$ cat src/rtl/vliw_refill_pkg.sv
package vliw_refill_pkg;

    typedef enum logic [1:0] {
        PH_IDLE = 2'd0,
        PH_MASK = 2'd1,
        PH_PKT  = 2'd2,
        PH_DONE = 2'd3
    } refill_phase_e;

endpackage

$ cat src/rtl/refill_lowest_pick.sv
// Picks the lowest-numbered pending slot: index and one-hot form.
module refill_lowest_pick #(
    parameter int N_SLOTS = 32,
    parameter int IDX_W   = $clog2(N_SLOTS)
) (
    input  logic [N_SLOTS-1:0] pend,
    output logic [IDX_W-1:0]   pick_idx,
    output logic [N_SLOTS-1:0] pick_oh
);

    always_comb begin
        pick_idx = '0;
        for (int i = N_SLOTS - 1; i >= 0; i--) begin
            if (pend[i]) begin
                pick_idx = IDX_W'(i);
            end
        end
    end

    assign pick_oh = pend & (~pend + 1'b1);

endmodule

$ cat src/rtl/refill_slot_bank.sv
// One register per functional-unit slot; bulk clear plus indexed write.
module refill_slot_bank #(
    parameter int SLOT_W  = 32,
    parameter int N_SLOTS = 32,
    parameter int IDX_W   = $clog2(N_SLOTS)
) (
    input  logic                      clk,
    input  logic                      rst_n,
    input  logic                      clr,
    input  logic                      wr_en,
    input  logic [IDX_W-1:0]          wr_idx,
    input  logic [SLOT_W-1:0]         wr_data,
    output logic [N_SLOTS*SLOT_W-1:0] line
);

    for (genvar g = 0; g < N_SLOTS; g++) begin : g_slot
        logic [SLOT_W-1:0] slot_d, slot_q;

        always_comb begin
            slot_d = slot_q;
            if (clr) begin
                slot_d = '0;
            end else if (wr_en && (wr_idx == IDX_W'(g))) begin
                slot_d = wr_data;
            end
        end

        always_ff @(posedge clk or negedge rst_n) begin
            if (!rst_n) begin
                slot_q <= '0;
            end else begin
                slot_q <= slot_d;
            end
        end

        assign line[g*SLOT_W +: SLOT_W] = slot_q;
    end

endmodule

$ cat src/rtl/vliw_refill_expander.sv
module vliw_refill_expander
    import vliw_refill_pkg::*;
#(
    parameter int SLOT_W  = 32,
    parameter int N_SLOTS = 32,
    parameter int ADDR_W  = 32
) (
    input  logic                      clk,
    input  logic                      rst_n,
    input  logic                      req_valid,
    output logic                      req_ready,
    input  logic [ADDR_W-1:0]         req_addr,
    output logic                      mem_rd_valid,
    input  logic                      mem_rd_ready,
    output logic [ADDR_W-1:0]         mem_addr,
    input  logic [SLOT_W-1:0]         mem_rdata,
    output logic                      line_we,
    output logic [N_SLOTS*SLOT_W-1:0] line_wr_data,
    output logic [ADDR_W-1:0]         next_addr
);

    // The mask occupies the low N_SLOTS bits of one memory word.
    localparam int IDX_W = $clog2(N_SLOTS);

    typedef struct packed {
        refill_phase_e      phase;
        logic [ADDR_W-1:0]  addr;
        logic [N_SLOTS-1:0] pend;
    } ctl_t;

    ctl_t st_d, st_q;

    logic [IDX_W-1:0]   pick_idx;
    logic [N_SLOTS-1:0] pick_oh;
    logic [N_SLOTS-1:0] mask_word;
    logic [N_SLOTS-1:0] pend_left;
    logic               bank_clr;
    logic               bank_we;

    assign mask_word = mem_rdata[N_SLOTS-1:0];
    assign pend_left = st_q.pend & ~pick_oh;

    refill_lowest_pick #(
        .N_SLOTS (N_SLOTS),
        .IDX_W   (IDX_W)
    ) pick_i (
        .pend     (st_q.pend),
        .pick_idx (pick_idx),
        .pick_oh  (pick_oh)
    );

    refill_slot_bank #(
        .SLOT_W  (SLOT_W),
        .N_SLOTS (N_SLOTS),
        .IDX_W   (IDX_W)
    ) bank_i (
        .clk     (clk),
        .rst_n   (rst_n),
        .clr     (bank_clr),
        .wr_en   (bank_we),
        .wr_idx  (pick_idx),
        .wr_data (mem_rdata),
        .line    (line_wr_data)
    );

    always_comb begin
        st_d     = st_q;
        bank_clr = 1'b0;
        bank_we  = 1'b0;
        unique case (st_q.phase)
            PH_IDLE: begin
                if (req_valid) begin
                    st_d.phase = PH_MASK;
                    st_d.addr  = req_addr;
                end
            end
            PH_MASK: begin
                if (mem_rd_ready) begin
                    st_d.addr  = st_q.addr + ADDR_W'(1);
                    st_d.pend  = mask_word;
                    bank_clr   = 1'b1;
                    st_d.phase = (|mask_word) ? PH_PKT : PH_DONE;
                end
            end
            PH_PKT: begin
                if (mem_rd_ready) begin
                    st_d.addr = st_q.addr + ADDR_W'(1);
                    st_d.pend = pend_left;
                    bank_we   = 1'b1;
                    if (pend_left == '0) begin
                        st_d.phase = PH_DONE;
                    end
                end
            end
            PH_DONE: begin
                st_d.phase = PH_IDLE;
            end
            default: begin
                st_d.phase = PH_IDLE;
            end
        endcase
    end

    always_ff @(posedge clk or negedge rst_n) begin
        if (!rst_n) begin
            st_q <= '{phase: PH_IDLE, addr: '0, pend: '0};
        end else begin
            st_q <= st_d;
        end
    end

    assign req_ready    = (st_q.phase == PH_IDLE);
    assign mem_rd_valid = (st_q.phase == PH_MASK) || (st_q.phase == PH_PKT);
    assign mem_addr     = st_q.addr;
    assign line_we      = (st_q.phase == PH_DONE);
    assign next_addr    = st_q.addr;

endmodule

$ cat config.mk
export PLATFORM = sky130hd
export DESIGN_NAME = vliw_refill_expander
export DESIGN_NICKNAME = d
export VERILOG_FILES = /design/src/rtl/vliw_refill_pkg.sv /design/src/rtl/refill_lowest_pick.sv /design/src/rtl/refill_slot_bank.sv /design/src/rtl/vliw_refill_expander.sv
export SDC_FILE = /design/constraint.sdc
export NUM_CORES = 1
export LEC_CHECK = 0
export BUFFER_PORTS_ARGS = -buffer_cell sky130_fd_sc_hd__buf_2
export CORE_AREA = 5 5 451 453
export DETAILED_ROUTE_END_ITERATION = 8
export DIE_AREA = 0 0 456 458
export SLEW_MARGIN = 20
export SYNTH_ARGS = -nofsm -noshare
export SYNTH_HDL_FRONTEND = slang
export SYNTH_SLANG_ARGS = --single-unit
$ cat constraint.sdc
create_clock -name clk -period 3.6 [get_ports clk]
set_input_delay 1.08 -clock clk [delete_from_list [all_inputs] [get_ports clk]]
set_output_delay 1.08 -clock clk [all_outputs]
set_load 0.01 [all_outputs]
# After elaboration in Yosys (flattened, before gate mapping)
# Index checks and enable logic that the tools add are counted.
[word_totals]
reg_bits = 1090
latchBits = 0
mem_bits_rw = 0
rom_bits = 0
inputBits = 68
output_inout_bits = 1091
elab_cells = 260
memories = 0
[classes]
addsub = 2
multipliers = 0
div = 0
order_cmp = 0
n_eq_ne = 38
shifts = 0
muxes = 107
bitwise = 4
reduce_logical = 74
[op_table]
columns = ["operator", "count"]
rows = [
  ["$mux 32", 64],
  ["$mux 5", 32],
  ["$mux 66", 2],
  ["$pmux 32 s3", 1],
  ["$eq 5x5->1 const B", 16],
  ["$reduce_bool 2->1", 33],
  ["$add 32x1->32 const B", 2],
  ["$and 32x32->32", 2],
  ["$not 32->32", 2],
  ["$pmux 32 s2", 1],
  ["$eq 5x4->1 const B", 8],
  ["$mux 34", 1],
  ["$logic_and 1x1->1", 32],
  ["$logic_not 32->1", 1],
  ["$reduce_or 32->1", 1],
  ["$eq 5x3->1 const B", 4],
  ["$eq 5x2->1 const B", 2],
  ["$ne 2x2->1 const B", 4],
  ["$pmux 2 s4", 1],
  ["$reduce_and 4->1", 2],
  ["$eq 5x1->1 const B", 1],
  ["$logic_not 5->1", 1],
  ["$eq 2x2->1 const B", 2],
  ["$mux 1", 4],
  ["other kinds (6)", 6],
]

# Depth between registers and ports, before layout
# Gate-level depths: netlist of run 1.
[logic_depth]
ltp_word = 36
mapped_depth = 11
mapped_depth_nobuf = 9

# Modules after synthesis
# Synthesis of run 1 repeated with hierarchy kept, for this count alone.
[unflattened]
hier_cells = 4167
area_unflattened_um2 = 49610.1
[modules_own_cells]
columns = ["mod", "n_inst", "cells_each", "area_each_um2", "seq_area_each_um2"]
rows = [
  ["refill_slot_bank", 1, 3469, 44288.7, 25624.6],
  ["vliw_refill_expander", 1, 580, 4570.6, 1651.6],
  ["refill_lowest_pick", 1, 118, 750.7, 0.0],
]

# Least setup slack after synthesis of run 1
# OpenSTA, ideal clock, no wires.
[synth_timing]
path_type = "reg2reg"
start = "register st_q[2] in the netlist's numbering"
end = "register st_q[65] in the netlist's numbering"
setup_time_ns = 0.125
arrival_ns = 3.085
required_time_ns = 3.475
path_slack_ns = 0.390
stages_incl_launch_ff = 9
n_path_buf = 1
synth_period_minus_slack_ns = 3.210
path_cell_list = "dfrtp_1 -> clkbuf_1 -> or4_1 -> or4_1 -> o21ai_0 -> nand4_1 -> or4b_1 -> o32ai_1 -> mux2_2"
[synth_via]
elab_chain_len = 8
[synth_rtl]
columns = ["item", "line", "text"]
rows = [
  ["from (decl)", "vliw_refill_expander.sv:31", "ctl_t st_d, st_q;"],
  ["from (signal assigned)", "vliw_refill_expander.sv:106", "st_q <= '{phase: PH_IDLE, addr: '0, pend: '0};"],
  ["from (signal assigned)", "vliw_refill_expander.sv:108", "st_q <= st_d;"],
  ["$not 32->32", "refill_lowest_pick.sv:20", "assign pick_oh = pend & (~pend + 1'b1);"],
  ["$add 32x1->32", "refill_lowest_pick.sv:20", ""],
  ["$and 32x32->32", "refill_lowest_pick.sv:20", ""],
  ["$not 32->32", "vliw_refill_expander.sv:41", "assign pend_left = st_q.pend & ~pick_oh;"],
  ["$and 32x32->32 *", "vliw_refill_expander.sv:41", ""],
  ["$logic_not 32->1 *", "vliw_refill_expander.sv:90", "if (pend_left == '0) begin"],
  ["$ne 2x2->1 (no line) *", "n/a", ""],
  ["$reduce_and 4->1 (no line) *", "n/a", ""],
]
# Mark *: on every way between the ends. The rest lies on a longest branch, timed or not.
# A chain may end at the register's enable or synchronous reset.

# Worst setup path after layout of run 1
[layout_timing]
start = "register st_q[7] in the netlist's numbering"
end = "register st_q[65] in the netlist's numbering"
# Same word-level chain as after synthesis.

==> results by group, run 1 <==
Yosys
  • Gate Count Post-Synth: 4190
  • Post-synth EDFFs: 0
  • Synth Warn #: 0
  • Cell accounting for the most synthesized area: dfrtp_1
  • Main area contributors after synthesis: dfrtp_1, mux2i_1, nand2_1
  • Syn_area_per_cell: 11.2 um2
  • Net Count, Synth: 4263
  • Synthesized flop and latch total: 1090
  • Synth top area share: 58.2%
  • Post-Synth Adder-Cell Area: 0.155%
  • Post-synthesis sequential area ratio: 58.2%
  • Post-synthesis xor/xnor area fraction: 0%
  • Post-synth cell types: 58
  • FFs w/ async S/R, synth: 100%
  • Main combinational cell family by area after synthesis: multiplexers
  • Multiplexer share of the synthesized area: 22.0%
  • Complex-gate fraction of the synthesized area: 3.40%
  • Syn Std Cell Area: 46900 um2
  • Synth Flop Type: dfrtp_1
  • Post-synthesis simple-gate area fraction: 11.7%

Drt
  • Wl on met1: 80300 um
  • Met3 Routed Length: 15100 um
  • Initial drt markers: 3457
  • WL final: 206000 um
  • Top Metal Used: met5
  • Avg Vias per Cell: 4.61
  • Antenna-violating nets left: 0
  • Vias: 37.0k
  • Met2 wire len: 101000 um
  • Routed WL per cell: 25.7 um
  • Pre-Repair DR Iteration Count: 6
  • DRC: 0

Worst setup path
  • CP startpoint kind: flip-flop
  • Critical path fanouts, max: 16
  • Critical Path Start: st_q[7]
  • Worst r2r src: st_q[7]
  • Crit end category: flip-flop
  • WP data arrival: 4050 ps
  • CP Class: reg2reg
  • Critical Path RT: 4200 ps

Timing
  • Final hold slack: 476 ps
  • Final Setup Violations: 0
  • Total Neg Setup Slack: 0 ps
  • Period minus WS final: 3450 ps
  • Final Max Tran Viols: 0
  • RSZ-0062 raised after global routing: no
  • Least-Margin Pin Slew: 992 ps
  • Relative slew slack: 33.8%
  • Clock Skews: 68.1 ps
  • Final worst path period share: 95.8%
  • Final Hold Fails: 0
  • Fmax: 0.290 GHz

Power
  • Max VDD drop: 0.000431 V
  • Sw Ratio: 35.1%
  • Pwr dens: 608 nW/um2
  • Sequential power share: 38.2%
  • P_int: 24.1 mW
  • Total power: 37.1 mW
  • P_sw: 13.0 mW
  • Pleak: 36.7 nW
  • Clk pwr share: 35.9%
  • Logic pwr share: 25.9%

Floorplanning
  • DIE WIDTH: 456 um
  • Core area: 199000 um2
  • Io pins: 1159
  • Num rows: 164
  • Full die area: 209000 um2
  • Die Span Y: 458 um
  • Initial core utilization: 23.6%

Final layout
  • Final cell count without fillers: 8015
  • Fin area: 61100 um2
  • Layout area overhead: 30.3%
  • Layout cells sized above 1: 30.9%
  • Fill count: 20.4k
  • Final #Nets: 5319

Placement
  • Placed instance count: 7781
  • Gpl congestion: 0.889
  • Cell Area, Placed: 56700 um2
  • Hpwl dp: 142000 um
  • Port Buffers: 1158

Clock tree
  • CTS Buf Count: 119
  • CTS HTree Levels: 3
  • CTS tree: done
  • CTS Buffer Depth: 3
  • Clock sinks: 1090
  • Root Buffer Master: clkbuf_16
  • Reg clk slew, reported paths: 80 ps
  • Post-CTS setup buffers: 0
  • Post-CTS sizing: 0
  • Hold Buf Count CTS: 0
  • Clock latency on the worst-skew pair: 780 ps

Global routing
  • Total gr overflow: 0
  • Global-route wire length before repair: 287000 um
  • Initial antenna violation count: 15
  • Largest net degree at the start of global routing: 83
  • GRT Util Overall: 18.9%
  • Vias in the first global route: 37.7k

Flow run
  • Max-Cap Viols: 0

Status
  • Run status: finished clean

Min path
  • Hold Path Class: in2async
==> critical path, stage by stage, from the launching register on <==
cell and delay [ps]:
dfrtp_1 470, nor4_2 540, nand4_1 150, buf_4 230, o41ai_1 340, o2111ai_1 210, or4b_1 490, o32ai_1 470
mux2_2 380
==> layer usage <==
layer | track usage, % | up-vias
li1 | - | 16100
met1 | 22.7 | 19000
met2 | 31.9 | 1523
met3 | 4.76 | 335
met4 | 8.35 | 4
met5 | 0 | -
==> logic make-up (layout without fill, tap and decap cells) <==
group	Yosys count	in the layout
AO/OA/AOI/OAI	262	262
adder cells (fa/ha/maj)	6	6
buffers and inverters	458	1619
flip-flops	1090	1090
multiplexers	1028	1028
other	0	8
AND/OR/NAND/NOR	1346	1346
==> path summary, 6_finish.rpt <==
check | cells past startpoint | slack [ps] | end
setup / recovery | 8 | 150 | st_q[65]
hold / removal | 1 | 480 | bank_i.g_slot[19].slot_q[0]
setup reg to reg | 8 | 150 | st_q[65]
hold reg to reg | 2 | 520 | bank_i.g_slot[5].slot_q[31]
max in group asynchronous | 2 | 2110 | bank_i.g_slot[30].slot_q[28]
min in group clk | 2 | 520 | bank_i.g_slot[5].slot_q[31]
==> power by group through the flow <==
| stage | Sequential, mW | Combinational (mW) | Clock, mW |
|---|---|---|---|
| floorplan | 14.3 | 5.17 | 0 |
| global placement | 14.3 | 9.59 | 0 |
| detailed placement | 14.4 | 9.69 | 0 |
| CTS | 14.1 | 9.72 | 13.6 |
| global route | 14.3 | 10.3 | 14.1 |
| finish | 14.2 | 9.63 | 13.3 |
==> synth_stat cells (3+ instances only) <==
cell type / instances
nand2_1: 1110
dfrtp_1: 1090
mux2i_1: 1027
clkbuf_1: 291
o21ai_0: 90
a21oi_1: 76
nor2_1: 71
buf_4: 64
buf_1: 41
nand3_1: 34
buf_6: 24
nor2b_1: 23
inv_1: 21
nor4_1: 21
nor3_1: 19
buf_2: 17
o22ai_1: 17
nand4_1: 13
a22o_1: 9
and3_1: 9
or2_2: 9
a2bb2oi_1: 8
nand2_4: 8
or4_1: 8
a211oi_1: 6
a31oi_1: 6
ha_1: 5
nand2b_1: 5
o211ai_1: 5
o21ai_1: 5
o31ai_1: 5
and2_1: 4
o21a_1: 4
o32ai_1: 4
o41ai_1: 4
or3_1: 4
a21boi_0: 3
==> sequential cells by signal, summed over array words and instances (netlist names) <==
signal / count
bank_i.g_slot.slot_q: 1024
st_q: 34
mem_addr: 32
==> through the flow <==
step	worst slack, ps	utilization, %
2_1_floorplan	390	-
5_1_grt	4.60	30.7
6_report	152	30.7
4_1_cts	137	30.7
3_3_place_gp	178	28.5
3_5_place_dp	227	28.5
==> area by class of cell <==
class	instances	area [um2]	share of cell area (%)
Clock inverter	43	704	1.15
Antenna cell	8	20.0	0.0328
Multi-Input combinational cell	2642	17800	29.1
Clock buffer	183	3610	5.91
Inverter	21	78.8	0.129
Timing Repair Buffer	1372	8280	13.5
Tap cell	2656	3320	5.44
Sequential cell	1090	27300	44.7
==> cell usage in the layout (no fill, tap or decap), drive strengths merged, types with 6 or more instances in the layout <==
master	n
or4	9
a31oi	6
a211oi	6
and3	9
nor3	19
a22o	9
or2	9
o21ai	95
nand3	34
mux2i	1027
clkinv	20
nor2	71
nor2b	23
buf	1372
dfrtp	1090
nand4	13
inv	25
nor4	22
bufinv	14
a2bb2oi	8
a21oi	76
o22ai	17
nand2	1118
clkbuf	183
diode	8
Note: power is estimated with default switching activity, not from simulation.
==> inputs of run 2 (changes only) <==
--- a/config.mk
+++ b/config.mk
@@ -5,10 +5,11 @@
 export SDC_FILE = /design/constraint.sdc
 export NUM_CORES = 1
 export LEC_CHECK = 0
-export BUFFER_PORTS_ARGS = -buffer_cell sky130_fd_sc_hd__buf_2
 export CORE_AREA = 5 5 451 453
 export DETAILED_ROUTE_END_ITERATION = 8
 export DIE_AREA = 0 0 456 458
+export DONT_BUFFER_PORTS = 1
+export SKIP_LAST_GASP = 1
 export SLEW_MARGIN = 20
 export SYNTH_ARGS = -nofsm -noshare
 export SYNTH_HDL_FRONTEND = slang
==> constraint.sdc (replaced) <==
create_clock -name clk -period 3.7 [get_ports clk]
set_input_delay 1.11 -clock clk [delete_from_list [all_inputs] [get_ports clk]]
set_output_delay 1.11 -clock clk [all_outputs]
set_load 0.01 [all_outputs]
==> run 2 against run 1 <==
Final cell count fell by 15%. Die area unchanged. Non-clock buffer count shrank 1204. Critical endpoint unchanged.
==> results by group, run 2 (synthesized netlist as in run 1, its figures left out) <==
Worst setup path
  • Critical path fanouts, max: 10 (-6)
  • Slowest Stage Delay on Critical Path: 630 ps (+90 ps)
  • CP Class: reg2reg
  • Crit path max-delay cell type: nor4_1
  • CP delay by family, top: simple AND/OR/NAND/NOR gates
  • Critical Path RT: 4310 ps (+110 ps)
  • Crit end category: flip-flop
  • CP startpoint kind: flip-flop
  • WP data arrival: 4270 ps (+220 ps)
  • Crit path buffers/inverters: 1 (unchanged)
  • Crit-path cells: nor4_1 > nand3_2 > o41ai_1 > o2111ai_1 > or4b_1 > o32ai_1 > buf_4 > mux2_2

Global routing
  • Total gr overflow: 0 (unchanged)
  • Largest net degree at the start of global routing: 154 (+86%)
  • GRT Util Overall: 17.9% (-0.94 points)
  • Vias in the first global route: 33.1k (-12%)
  • Initial antenna violation count: 12 (-3)
  • Global-route wire length before repair: 270000 um (-6.0%)

Timing
  • Final hold slack: 368 ps (-108 ps)
  • Fmax: 0.273 GHz (-5.8%)
  • Least-Margin Pin Slew: 1120 ps (+123 ps)
  • RSZ-0062 raised after global routing: yes
  • Relative slew slack: 25.6% (-8.2 points)
  • Total Neg Setup Slack: 0 ps (unchanged)
  • Final Setup Violations: 0 (unchanged)
  • Final Hold Fails: 0 (unchanged)
  • Period minus WS final: 3660 ps (+212 ps)
  • Final worst path period share: 98.9% (+3.1 points)
  • Clock Skews: 57.0 ps (-11.1 ps)
  • Final Max Tran Viols: 0 (unchanged)
  • Worst setup margin: 39.6 ps (-112 ps)

Clock tree
  • Hold Buf Count CTS: 0 (unchanged)
  • CTS Buffer Depth: 3 (unchanged)
  • CTS tree: done
  • Post-CTS setup buffers: 0 (unchanged)
  • Root Buffer Master: clkbuf_16
  • CTS HTree Levels: 3 (unchanged)
  • Clock latency on the worst-skew pair: 750 ps (-30 ps)
  • Clock sinks: 1090 (unchanged)
  • Reg clk slew, reported paths: 60 ps (-20 ps)
  • CTS Buf Count: 114 (-4.2%)

Placement
  • Port Buffers: 0 (-100%)
  • Pre-CTS setup slack: 43.6 ps (-183 ps)
  • Gpl congestion: 0.895 (+0.66%)
  • Placed instance count: 6577 (-15%)
  • Hpwl dp: 132000 um (-6.5%)

Final layout
  • Area occupied by multi-input gates: 17900 um2 (+0.37%)
  • Layout cells sized above 1: 10.7% (-20 points)
  • Layout area overhead: 16.2%
  • Biggest register: bank_i.g_slot.slot_q
  • Most common cell after layout, fill and taps aside: dfrtp_1
  • Commonest cells after routing, fill and taps aside: dfrtp_1, nand2_1, mux2i_1, clkbuf_16, buf_4
  • Final #Nets: 4110 (-23%)
  • Max FFs per register: 1024 (unchanged)
  • Sequential cell area: 27300 um2 (unchanged)
  • Fill count: 20.5k (+0.22%)
  • Final cell count without fillers: 6797 (-15%)

Floorplanning
  • Die Span Y: 458 um (unchanged)
  • Initial core utilization: 23.6% (unchanged)
  • Io pins: 1159 (unchanged)
  • Full die area: 209000 um2 (unchanged)
  • Num rows: 164 (unchanged)
  • DIE WIDTH: 456 um (unchanged)
  • Core area: 199000 um2 (unchanged)

Power
  • Pleak: 30.1 nW (-18%)
  • Pwr dens: 622 nW/um2 (+2.3%)
  • Total power: 33.9 mW (-8.7%)
  • Max VDD drop: 0.000413 V (-4.1%)

Drt
  • Initial drt markers: 3082 (-11%)
  • Pre-Repair DR Iteration Count: 7 (+1)
  • Antenna-violating nets left: 0 (unchanged)
  • Routed WL per cell: 28.8 um (+12%)
  • DRC: 0 (unchanged)
  • Vias: 32.7k (-12%)
  • WL final: 196000 um (-4.9%)
  • Avg Vias per Cell: 4.81 (+4.3%)

Status
  • Run status: finished clean

Flow run
  • Max-Cap Viols: 0 (unchanged)

Min path
  • Hold Path Class: in2async
run 2: cell types whose count changed in the layout (fill, tap and decap cells not counted), sizes merged:
| cell | previous run | this run |
|---|---|---|
| clkinvlp | 5 | 4 |
| diode | 8 | 6 |
| buf | 1372 | 168 |
| clkinv | 20 | 27 |
| clkbuf | 183 | 173 |
| bufinv | 14 | 4 |
| inv | 25 | 27 |
run 2: per-stage QoR:
step | utilization (%) | cell area [um2]
after floorplan | - | 46900
after global routing | 27.4 | 54500
after CTS | 27.4 | 54500
after global placement | 25.4 | 50600
final | 27.4 | 54500
after detailed placement | 25.4 | 50600
run 2: cell type report:
class / count / area share [%]
antenna: 6 / 0.0276
clock inverter: 41 / 0.857
timing repair buffer: 168 / 3.74
tap: 2656 / 6.10
multi-input combinational: 2642 / 32.8
clock buffer: 173 / 6.29
inverter: 21 / 0.145
sequential: 1090 / 50.1
run 2: worst paths after layout:
| kind | cells past startpoint | end | start | slack, ps |
|---|---|---|---|---|
| worst max-delay path | 8 | st_q[65] | st_q[19] | 40 |
| worst min-delay path | 1 | bank_i.g_slot[21].slot_q[31] | rst_n | 370 |
| worst max register to register | 8 | st_q[65] | st_q[19] | 40 |
| worst min register to register | 2 | st_q[31] | st_q[31] | 570 |
| max in group asynchronous | 2 | bank_i.g_slot[25].slot_q[7] | rst_n | 2330 |
| min in group clk | 1 | mem_addr[26] | req_addr[26] | 480 |
run 2: timing repair:
item,CTS,global route
setup endpoints to repair,0,16
resized for setup,0,2
hold endpoints to repair,0,0
run 2: routing by layer:
layer / track usage, % / part of all wire [%]
met5: 0 / 0.0066
met1: 20.8 / 37
met4: 9.29 / 5.6
met3: 6.24 / 9.7
met2: 29.3 / 48
run 2: power by group:
part	internal [mW]	leakage, nW	switching (mW)	total [mW]
Combinational	2.03	13.2	5.32	7.36
Sequential	12.8	15.0	1.76	14.6
Clock	6.71	1.92	5.22	11.9
Total	21.6	30.1	12.3	33.9
